File: config.mk
export PLATFORM = sky130hd
export DESIGN_NAME = dxfer_seq
export DESIGN_NICKNAME = d
export VERILOG_FILES = /design/src/rtl/dxfer_pkg.sv /design/src/rtl/dxfer_geom.sv /design/src/rtl/dxfer_ctrl.sv /design/src/rtl/dxfer_dpath.sv /design/src/rtl/dxfer_seq.sv
export SDC_FILE = /design/constraint.sdc
export NUM_CORES = 1
export LEC_CHECK = 0
export BUFFER_PORTS_ARGS = -buffer_cell sky130_fd_sc_hd__buf_4
export CAP_MARGIN = 20
export CORE_ASPECT_RATIO = 0.7
export CORE_MARGIN = 5
export CORE_UTILIZATION = 26
export CTS_CLUSTER_DIAMETER = 200
export DETAILED_ROUTE_END_ITERATION = 16
export GPL_ROUTABILITY_DRIVEN = 0
export HOLD_SLACK_MARGIN = 0.12
export PLACE_DENSITY_LB_ADDON = 0.3
export SLEW_MARGIN = 20
export SYNTH_ARGS = -nofsm -noshare
export SYNTH_HDL_FRONTEND = slang
export SYNTH_SLANG_ARGS = --single-unit
File: constraint.sdc
create_clock -name clk -period 10 [get_ports clk]
set_input_delay 0.5 -clock clk [delete_from_list [all_inputs] [get_ports clk]]
set_output_delay 0.5 -clock clk [all_outputs]
set_load 0.05 [all_outputs]
File: src/rtl/dxfer_pkg.sv
package dxfer_pkg;

  localparam int WORD_W = 16;
  localparam int EXT_W  = 2;
  localparam int PA_W   = WORD_W + EXT_W;
  localparam int SEC_W  = 4;
  localparam int CYL_W  = 9;
  localparam int DA_W   = CYL_W + SEC_W;
  localparam int BIDX_W = WORD_W + 1;

  typedef enum logic [1:0] {
    FN_NONE  = 2'd0,
    FN_WRITE = 2'd1,
    FN_READ  = 2'd2,
    FN_CHECK = 2'd3
  } xfer_fn_e;

  typedef enum logic [1:0] {
    ST_IDLE,
    ST_RUN,
    ST_DRAIN,
    ST_FINISH
  } seq_state_e;

  // Word total from the negative count: 2^16 - wc (0 -> 65536).
  function automatic logic [WORD_W:0] words_of(input logic [WORD_W-1:0] wc);
    logic [WORD_W:0] full;
    full = '0;
    full[WORD_W] = 1'b1;
    return full - {1'b0, wc};
  endfunction

  function automatic logic [PA_W-1:0] phys_of(input logic [EXT_W-1:0] ext,
                                              input logic [WORD_W-1:0] ba);
    return {ext, ba};
  endfunction

  // Final address: start plus two bytes per word, wrapping at 2^18.
  function automatic logic [PA_W-1:0] advance(input logic [PA_W-1:0] phys,
                                              input logic [WORD_W-1:0] wc);
    return phys + {words_of(wc), 1'b0};
  endfunction

endpackage

File: src/rtl/dxfer_geom.sv
module dxfer_geom
  import dxfer_pkg::*;
#(
  parameter int SECT_PER_TRK = 12,
  parameter int SECT_BYTES   = 512,
  parameter int DISK_AW      = 22
) (
  input  logic [DA_W-1:0]    da,
  output logic [DISK_AW-1:0] base
);

  localparam int SECT_SH = $clog2(SECT_BYTES);

  logic [CYL_W-1:0]   cyl;
  logic [SEC_W-1:0]   sec;
  logic [DISK_AW-1:0] lin;

  assign cyl = da[DA_W-1:SEC_W];
  assign sec = da[SEC_W-1:0];
  assign lin = DISK_AW'(cyl) * DISK_AW'(SECT_PER_TRK) + DISK_AW'(sec);

  generate
    if ((1 << SECT_SH) == SECT_BYTES) begin : g_shift
      assign base = lin << SECT_SH;
    end else begin : g_mul
      assign base = lin * DISK_AW'(SECT_BYTES);
    end
  endgenerate

endmodule

File: src/rtl/dxfer_ctrl.sv
module dxfer_ctrl
  import dxfer_pkg::*;
(
  input  logic              clk,
  input  logic              rst_n,
  input  logic              start,
  input  logic              moves_data,
  input  logic [BIDX_W-1:0] last_b,
  output seq_state_e        state,
  output logic              accept,
  output logic              issue,
  output logic              issue_last,
  output logic [BIDX_W-1:0] b_idx
);

  logic drain_q;

  assign accept     = start && (state == ST_IDLE);
  assign issue      = (state == ST_RUN);
  assign issue_last = issue && (b_idx == last_b);

  always_ff @(posedge clk or negedge rst_n) begin
    if (!rst_n) begin
      state   <= ST_IDLE;
      b_idx   <= '0;
      drain_q <= 1'b0;
    end else begin
      unique case (state)
        ST_IDLE: begin
          if (accept) begin
            b_idx <= '0;
            state <= moves_data ? ST_RUN : ST_FINISH;
          end
        end
        ST_RUN: begin
          if (issue_last) begin
            state   <= ST_DRAIN;
            drain_q <= 1'b0;
          end else begin
            b_idx <= b_idx + BIDX_W'(1);
          end
        end
        ST_DRAIN: begin
          if (drain_q) state <= ST_FINISH;
          else         drain_q <= 1'b1;
        end
        ST_FINISH: state <= ST_IDLE;
        default:   state <= ST_IDLE;
      endcase
    end
  end

endmodule

File: src/rtl/dxfer_dpath.sv
module dxfer_dpath
  import dxfer_pkg::*;
#(
  parameter int DISK_AW = 22
) (
  input  logic               clk,
  input  logic               rst_n,
  input  logic               accept,
  input  xfer_fn_e           fn_q,
  input  logic               issue,
  input  logic [BIDX_W-1:0]  b_idx,
  input  logic [PA_W-1:0]    phys_q,
  input  logic [DISK_AW-1:0] dbase_q,
  input  logic [WORD_W-1:0]  mem_rdata,
  input  logic [7:0]         dsk_rdata,
  output logic               mem_req,
  output logic               mem_we,
  output logic [PA_W-1:0]    mem_addr,
  output logic [WORD_W-1:0]  mem_wdata,
  output logic               dsk_req,
  output logic               dsk_we,
  output logic [DISK_AW-1:0] dsk_addr,
  output logic [7:0]         dsk_wdata,
  output logic               cmp_fail,
  output logic               wce_q
);

  // Stage 1: read data returns. Stage 2: write to the opposite port.
  logic              p1_v, p2_v;
  logic [BIDX_W-1:0] p1_b, p2_b;
  logic [WORD_W-1:0] word_q;
  logic [7:0]        lo_q;

  logic              want_mem_rd, want_dsk_rd, put_mem, put_dsk;
  logic [BIDX_W-1:0] mem_b;

  assign want_mem_rd = issue && !b_idx[0] && (fn_q == FN_WRITE || fn_q == FN_CHECK);
  assign want_dsk_rd = issue && (fn_q == FN_READ || fn_q == FN_CHECK);
  assign put_mem     = p2_v && p2_b[0] && (fn_q == FN_READ);
  assign put_dsk     = p2_v && (fn_q == FN_WRITE);

  assign mem_b     = put_mem ? p2_b : b_idx;
  assign mem_req   = want_mem_rd || put_mem;
  assign mem_we    = put_mem;
  assign mem_addr  = phys_q + (PA_W'(mem_b) & ~PA_W'(1));
  assign mem_wdata = word_q;

  assign dsk_req   = want_dsk_rd || put_dsk;
  assign dsk_we    = put_dsk;
  assign dsk_addr  = dbase_q + DISK_AW'(put_dsk ? p2_b : b_idx);
  assign dsk_wdata = p2_b[0] ? word_q[WORD_W-1:8] : word_q[7:0];

  assign cmp_fail = p1_v && p1_b[0] && (fn_q == FN_CHECK) &&
                    ({dsk_rdata, lo_q} != word_q);

  always_ff @(posedge clk or negedge rst_n) begin
    if (!rst_n) begin
      p1_v   <= 1'b0;
      p2_v   <= 1'b0;
      p1_b   <= '0;
      p2_b   <= '0;
      word_q <= '0;
      lo_q   <= '0;
      wce_q  <= 1'b0;
    end else begin
      p1_v <= issue;
      p1_b <= b_idx;
      p2_v <= p1_v;
      p2_b <= p1_b;
      if (p1_v) begin
        unique case (fn_q)
          FN_READ: begin
            if (!p1_b[0]) lo_q   <= dsk_rdata;
            else          word_q <= {dsk_rdata, lo_q};
          end
          FN_WRITE: begin
            if (!p1_b[0]) word_q <= mem_rdata;
          end
          FN_CHECK: begin
            if (!p1_b[0]) begin
              word_q <= mem_rdata;
              lo_q   <= dsk_rdata;
            end
          end
          default: ;
        endcase
      end
      if (accept)        wce_q <= 1'b0;
      else if (cmp_fail) wce_q <= 1'b1;
    end
  end

endmodule

File: src/rtl/dxfer_seq.sv
module dxfer_seq
  import dxfer_pkg::*;
#(
  parameter int SECT_PER_TRK = 12,
  parameter int SECT_BYTES   = 512,
  parameter int DISK_AW      = 22
) (
  input  logic               clk,
  input  logic               rst_n,
  input  logic               start,
  input  logic [1:0]         fn,
  input  logic               wlock,
  input  logic [15:0]        reg_ba,
  input  logic [1:0]         reg_ext,
  input  logic [15:0]        reg_wc,
  input  logic [12:0]        reg_da,
  output logic               busy,
  output logic               done,
  output logic               upd_valid,
  output logic [15:0]        upd_ba,
  output logic [1:0]         upd_ext,
  output logic [15:0]        upd_wc,
  output logic               err_wlo,
  output logic               err_wce,
  output logic               mem_req,
  output logic               mem_we,
  output logic [17:0]        mem_addr,
  output logic [15:0]        mem_wdata,
  input  logic [15:0]        mem_rdata,
  output logic               dsk_req,
  output logic               dsk_we,
  output logic [DISK_AW-1:0] dsk_addr,
  output logic [7:0]         dsk_wdata,
  input  logic [7:0]         dsk_rdata
);

  xfer_fn_e           fn_in, fn_q;
  seq_state_e         state;
  logic               accept, issue, issue_last, moves_data, cmp_fail;
  logic               wlo_q, moved_q;
  logic [BIDX_W-1:0]  b_idx, last_b;
  logic [PA_W-1:0]    phys_q, adv;
  logic [WORD_W-1:0]  wc_q;
  logic [DISK_AW-1:0] dbase_w, dbase_q;

  assign fn_in      = xfer_fn_e'(fn);
  assign moves_data = (fn_in != FN_NONE) && !(fn_in == FN_WRITE && wlock);
  assign last_b     = {~wc_q, 1'b1};

  dxfer_geom #(
    .SECT_PER_TRK(SECT_PER_TRK),
    .SECT_BYTES  (SECT_BYTES),
    .DISK_AW     (DISK_AW)
  ) u_geom (
    .da  (reg_da),
    .base(dbase_w)
  );

  dxfer_ctrl u_ctrl (
    .clk       (clk),
    .rst_n     (rst_n),
    .start     (start),
    .moves_data(moves_data),
    .last_b    (last_b),
    .state     (state),
    .accept    (accept),
    .issue     (issue),
    .issue_last(issue_last),
    .b_idx     (b_idx)
  );

  dxfer_dpath #(.DISK_AW(DISK_AW)) u_dpath (
    .clk      (clk),
    .rst_n    (rst_n),
    .accept   (accept),
    .fn_q     (fn_q),
    .issue    (issue),
    .b_idx    (b_idx),
    .phys_q   (phys_q),
    .dbase_q  (dbase_q),
    .mem_rdata(mem_rdata),
    .dsk_rdata(dsk_rdata),
    .mem_req  (mem_req),
    .mem_we   (mem_we),
    .mem_addr (mem_addr),
    .mem_wdata(mem_wdata),
    .dsk_req  (dsk_req),
    .dsk_we   (dsk_we),
    .dsk_addr (dsk_addr),
    .dsk_wdata(dsk_wdata),
    .cmp_fail (cmp_fail),
    .wce_q    (err_wce)
  );

  always_ff @(posedge clk or negedge rst_n) begin
    if (!rst_n) begin
      fn_q    <= FN_NONE;
      phys_q  <= '0;
      wc_q    <= '0;
      dbase_q <= '0;
      wlo_q   <= 1'b0;
      moved_q <= 1'b0;
    end else if (accept) begin
      fn_q    <= fn_in;
      phys_q  <= phys_of(reg_ext, reg_ba);
      wc_q    <= reg_wc;
      dbase_q <= dbase_w;
      wlo_q   <= (fn_in == FN_WRITE) && wlock;
      moved_q <= moves_data;
    end
  end

  assign adv       = advance(phys_q, wc_q);
  assign busy      = (state != ST_IDLE);
  assign done      = (state == ST_FINISH);
  assign upd_valid = done && moved_q;
  assign upd_ba    = adv[WORD_W-1:0];
  assign upd_ext   = adv[PA_W-1:WORD_W];
  assign upd_wc    = '0;
  assign err_wlo   = wlo_q;

endmodule

* Yosys cells after proc, flatten, opt, wreduce, memory -nomap -nowiden
Cells that the tools add are included.
W data, S select, Z words.
** Storage, ports and cells
- Bits in registers :: 132
- Latch bits :: 0
- Bits in writable memories :: 0
- Memory bits (read-only) :: 0
- Output and inout port bits :: 107
- Memories :: 0
** Cells by class
- Add/sub/neg operators :: 6
- Multiply operators :: 1
- Div/mod/pow operators :: 0
- Order comparisons :: 0
- Eq/ne operators :: 15
- Shift operators :: 0
- Mux-type cells :: 18
- Bitwise operators :: 2
- Reductions and logical operators :: 34
** Operator list (number)
- $mux W17 :: 4
- $pmux W17 S2 :: 1
- $mux W16 :: 2
- $pmux W16 S2 :: 1
- $add A22 B22 Y22 :: 1
- $add A18 B17 Y18 :: 1
- $add A18 B18 Y18 :: 1
- $add A17 B1 Y17 const B :: 1
- $eq A17 B17 Y1 :: 1
- $sub A17 B16 Y17 const A :: 1
- $ne A16 B16 Y1 :: 1
- $not A16 Y16 :: 1
- $logic_and A1 B1 Y1 :: 14
- $add A13 B4 Y13 :: 1
- $reduce_bool A2 Y1 :: 6
- $mul A9 B2 Y11 const B :: 1
- $reduce_and A3 Y1 :: 3
- $eq A2 B2 Y1 const B :: 4
- $mux W2 :: 4
- $mux W8 :: 1
- $ne A2 B2 Y1 const B :: 4
- $pmux W2 S4 :: 1
- $eq A2 B1 Y1 const B :: 3
- $logic_or A1 B1 Y1 :: 4
- 9 further kinds :: 14

* Logic depth before layout (Yosys ltp)
- Word-level depth :: 7
- Gate-level depth with buffers :: 16
- Depth with buffers taken out :: 15

* Modules after synthesis
From an unflattened synthesis, not the netlist that was laid out.
** Unflattened totals
- Cells, all modules :: 1158
- Area, all modules :: 10348.7 sq um
** Modules (own cells, without submodules)
- dxfer_dpath :: times used 1, cells each 520, area each 4445.5 sq um, seq. area each 1526.5 sq um
- dxfer_seq :: times used 1, cells each 343, area each 3527.1 sq um, seq. area each 1501.4 sq um
- dxfer_ctrl :: times used 1, cells each 192, area each 1581.5 sq um, seq. area each 500.5 sq um
- dxfer_geom :: times used 1, cells each 103, area each 794.5 sq um, seq. area each 0.0 sq um

* Least setup slack after synthesis
OpenSTA, ideal clock, no wires.
- Path type :: flip-flop to output port
- Start :: register u_dpath.p2_b[0]
- End :: output mem_addr[17]
- Arrival time :: 4227 ps
- Path slack :: 5273 ps
- Stages on the path, launching flop included :: 15
- Path through :: dfrtp_1 > clkbuf_1 > nand3_1 > clkinv_1 > clkbuf_1 > nand2_1 > nand2_1 > ha_1 > nor2b_1 > o31a_1 > o41a_1 > a221o_1 > a21oi_2 > o21ai_1 > xor2_1
** On the way
- Cells in the longest elaborated chain, start to end :: 4
** Ends and longest elaborated chain
- start: declaration :: line dxfer_dpath.sv:30 : logic [BIDX_W-1:0] p1_b, p2_b;
- start signal: assignment :: line dxfer_dpath.sv:69 : p2_b <= p1_b;
- $logic_and A1 B1 Y1 (2 in series) :: line dxfer_dpath.sv:39 : assign put_mem = p2_v && p2_b[0] && (fn_q == FN_READ);
- named net mem_we :: line dxfer_seq.sv:26 : output logic mem_we,
- $mux W17 :: line dxfer_dpath.sv:42 : assign mem_b = put_mem ? p2_b : b_idx;
- $add A18 B17 Y18 :: line dxfer_dpath.sv:45 : assign mem_addr = phys_q + (PA_W'(mem_b) & ~PA_W'(1));
- end: declaration :: line dxfer_seq.sv:27 : output logic [17:0] mem_addr,
The timed path passes the listed nets, and every way through them passes these cells.

* Worst setup path in the final report
- Start :: register fn_q[0]
- End :: output mem_addr[15]
** On the way
- Cells in the longest elaborated chain, start to end :: 4
** Ends and longest elaborated chain
- start: declaration :: line dxfer_seq.sv:37 : xfer_fn_e fn_in, fn_q;
- start signal: assignment :: line dxfer_seq.sv:104 : fn_q <= fn_in;
- $eq A2 B2 Y1 :: line dxfer_dpath.sv:39
- $logic_and A1 B1 Y1 :: line dxfer_dpath.sv:39
- $mux W17 :: line dxfer_dpath.sv:42
- $add A18 B17 Y18 :: line dxfer_dpath.sv:45
Every way passes these cells.

==> flow_summary_export.csv <==
group,metric,value,unit
status,outcome,"complete, no violations",
die,fp.coreArea,33300,um2
die,die_y,163,um
worst_setup_path,critPathTopFamily,"compound AO/OA/AOI/OAI gates",
final_layout,syn_to_final_growth,26.1,%
min_path,hold_path.class,"in2reg",
sta,period_minus_slack,5.61,ns
worst_setup_path,slowest_stage,"dfrtp_2",
worst_setup_path,cp_max_fo,22,
sta,clock.fmax,178,MHz
global_route,grt_first_pass_wirelength,39.1,mm
synthesis,synthTopCellsByArea,"dfrtp_1, xnor2_1, ha_1",
detailed_routing,via_count,6884,
global_route,overflow,0,
sta,finalHoldViolCount,0,
sta,post-route-period-util,0.561,
synthesis,syn_avg_cell_area,9.52,um2
worst_setup_path,crit_end,"mem_addr[15]",
global_route,antenna_found_initial,0,
detailed_routing,first_iter_violations,416,
clock_network,post_cts_buffers,0,
synthesis,syn_inst,913,
synthesis,ys_types,65,
clock_network,clk_pin_slew_worst_paths,0.06,ns
clock_network,clockRootBuffer,"clkbuf_16",
clock_network,cts_tree,"yes",
synthesis,synthFlopType,"dfrtp_1",
die,die_w,229,um
synthesis,synth_edf_count,0,
worst_setup_path,slowest_delay,0.77,ns
sta,finalSetupTns,0,ns
sta,final_max_slew_viol_count,0,
worst_setup_path,startpoint_type,"register",
die,std_cell_rows,56,
synthesis,synth_top_area_cell,"dfrtp_1",
final_layout,fin_nets,1208,
detailed_routing,final_antenna_net_count,0,
global_route,grt_pass1_vias,6837,
worst_setup_path,cp-end-kind,"output pin",
worst_setup_path,path_buf_inv,3,
clock_network,ctsLongestPathBuffers,2,
synthesis,synthArstFlopShare,1.00,
die,start_util,0.261,
final_layout,antenna_cells,0,
worst_setup_path,rr_worst_depth,9,
detailed_routing,wl,24.8,mm
synthesis,synth_seq_area_share,0.380,
global_route,grt_max_degree,73,
worst_setup_path,reg2reg_slack,6.99,ns
worst_setup_path,reg2reg_from,"u_ctrl.state[0]",
detailed_routing,dr.pass1.iters,5,
die,boundaryPins,184,
worst_setup_path,cp.depth,16,
synthesis,ys_warn_count,0,
sta,worst_slew_pin_slew,1.02,ns
clock_network,cts-resized-gates,0,
worst_setup_path,crit_type,"reg2out",
detailed_routing,avgViaCountPerCell,4.54,
clock_network,htreeDepth,4,
sta,max_slew_margin,0.315,
detailed_routing,post-route-drc-count,0,
worst_setup_path,critPathRequiredTime,9.50,ns
sta,skew,0.00730,ns
placed_design,numPortBuffers,167,
synthesis,synth_area,8700,um2
worst_setup_path,path_cells,"nor2b_1 -> nand3_1 -> clkinv_1 -> nand2_1 -> nand2_1 -> ha_1 -> inv_1 -> fa_1 -> nor2b_1 -> o31a_1 -> o41a_1 -> a221o_1 -> a21oi_2 -> a21oi_1 -> xor2_1 -> buf_4",
global_route,grt_use_total,0.134,
worst_setup_path,rr_endpoint,"u_ctrl.b_idx[14]",
synthesis,synth_top_area_frac,0.380,
worst_setup_path,cp.arrival,5.11,ns
detailed_routing,wl_per_cell,16.4,um
clock_network,numCtsBuffers,17,
placed_design,dp_hpwl,19.4,mm
die,die-area,37300,um2
worst_setup_path,startpoint,"fn_q[0]",
synthesis,ys_ff_latch,132,
sta,setup_viol,0,
final_layout,drive_above_1_share,0.255,
clock_network,worstSkewPairLatency,0.43,ns
clock_network,clock_sinks,132,
flow_run,drv_cap,0,
sta,rsz0062_at_grt,"no",
## state kept, by name (all words and copies together), names as in the netlist
name               flops
dbase_q               13
err_wlo                1
fn_q                   2
moved_q                1
phys_q                18
u_ctrl.b_idx          17
u_ctrl.drain_q         1
u_ctrl.state           2
u_dpath.lo_q           8
u_dpath.mem_wdata     16
u_dpath.p1_b          17
u_dpath.p1_v           1
u_dpath.p2_b          17
u_dpath.p2_v           1
u_dpath.wce_q          1
wc_q                  16
## final cells by class
cell class | instances | area (um2)
Timing Repair Buffer | 171 | 1290
Clock buffer | 18 | 429
Tap cell | 435 | 544
Multi-Input combinational cell | 712 | 5040
Fill cell | 3420 | 22300
Sequential cell | 132 | 3300
Clock inverter | 14 | 224
Inverter | 34 | 128
## worst min path at each step
stage | from | to | slack [ns] | depth (start not counted)
2_1_floorplan | rst_n | dbase_q[10] | 0.20 | 0
3_3_place_gp | u_dpath.p1_b[16] | u_dpath.p2_b[16] | 0.33 | 0
3_5_place_dp | u_dpath.p1_b[4] | u_dpath.p2_b[4] | 0.33 | 0
4_1_cts | reg_ba[0] | phys_q[0] | 0.27 | 2
5_1_grt | reg_wc[10] | wc_q[10] | 0.28 | 2
6_report | reg_ba[0] | phys_q[0] | 0.30 | 2
## repair_timing
action	4_1_cts	5_1_grt
hold endpoints to repair	60	0
hold buffers	1	0
setup endpoints to repair	0	0
## synth_stat cells, drive strengths merged (8+ instances only)
library cell / instances
nor4: 11
a21oi: 41
o21a: 10
buf: 26
nand3: 15
mux2i: 18
dfrtp: 132
nand2: 148
xor2: 28
nor3: 18
a21o: 14
nand4: 15
clkbuf: 24
xnor2: 84
nor2: 48
ha: 58
inv: 33
nor2b: 8
o21ai: 53
mux2: 58
## logic make-up after synthesis
group                      Yosys count  synth area share
other                                1          0.000431
buffers and inverters               84            0.0469
AOI/OAI and AO/OA                  152             0.112
muxes                               76            0.0958
xor gates and xnor gates           112             0.113
adders and majority gates           63            0.0950
DFF                                132             0.380
and+or+nand+nor                    293             0.157
## layout by cell type (no fill, tap or decap), types with 6 or more instances in the layout
cell	synthesis	routed
o21ai_0	50	50
mux2i_1	18	18
nor3_1	17	17
conb_1	1	16
and3_1	6	6
a21o_1	14	14
nand4_1	15	15
xor2_1	28	28
dfrtp_1	132	131
ha_1	58	58
nand2_1	148	147
inv_1	33	33
nor2_1	48	48
nand3_1	15	15
clkbuf_16	0	17
nor2b_1	7	7
nor4_1	8	8
mux2_2	58	58
buf_4	18	169
xnor2_1	84	84
a21oi_1	40	40
o21a_1	10	10
## metrics by stage
| step | hold slack (ns) | worst slack (ns) | cells | util | instance area [um2] |
|---|---|---|---|---|---|
| after global placement | 0.331 | 4.61 | 1483 | 0.309 | 10300 |
| after global routing | 0.279 | 3.95 | 1516 | 0.329 | 11000 |
| after CTS | 0.266 | 3.98 | 1516 | 0.329 | 11000 |
| final | 0.297 | 4.39 | 1516 | 0.329 | 11000 |
| after floorplan | 0.204 | 5.27 | 928 | - | 8750 |
| after detailed placement | 0.335 | 4.47 | 1483 | 0.309 | 10300 |
## routing by layer
metal	global-route usage	vias up	part of all wire	wire length [um]
met1	0.201	3233	0.51	12700
met2	0.189	189	0.41	10100
met4	0.0256	0	0.0069	172
met3	0.0438	15	0.070	1750
met5	0	-	0	0
li1	-	3447	-	-
Power is left out: the tool's default activity adds up to more than one toggle a clock period on the data nets, which glitch-free logic cannot reach.
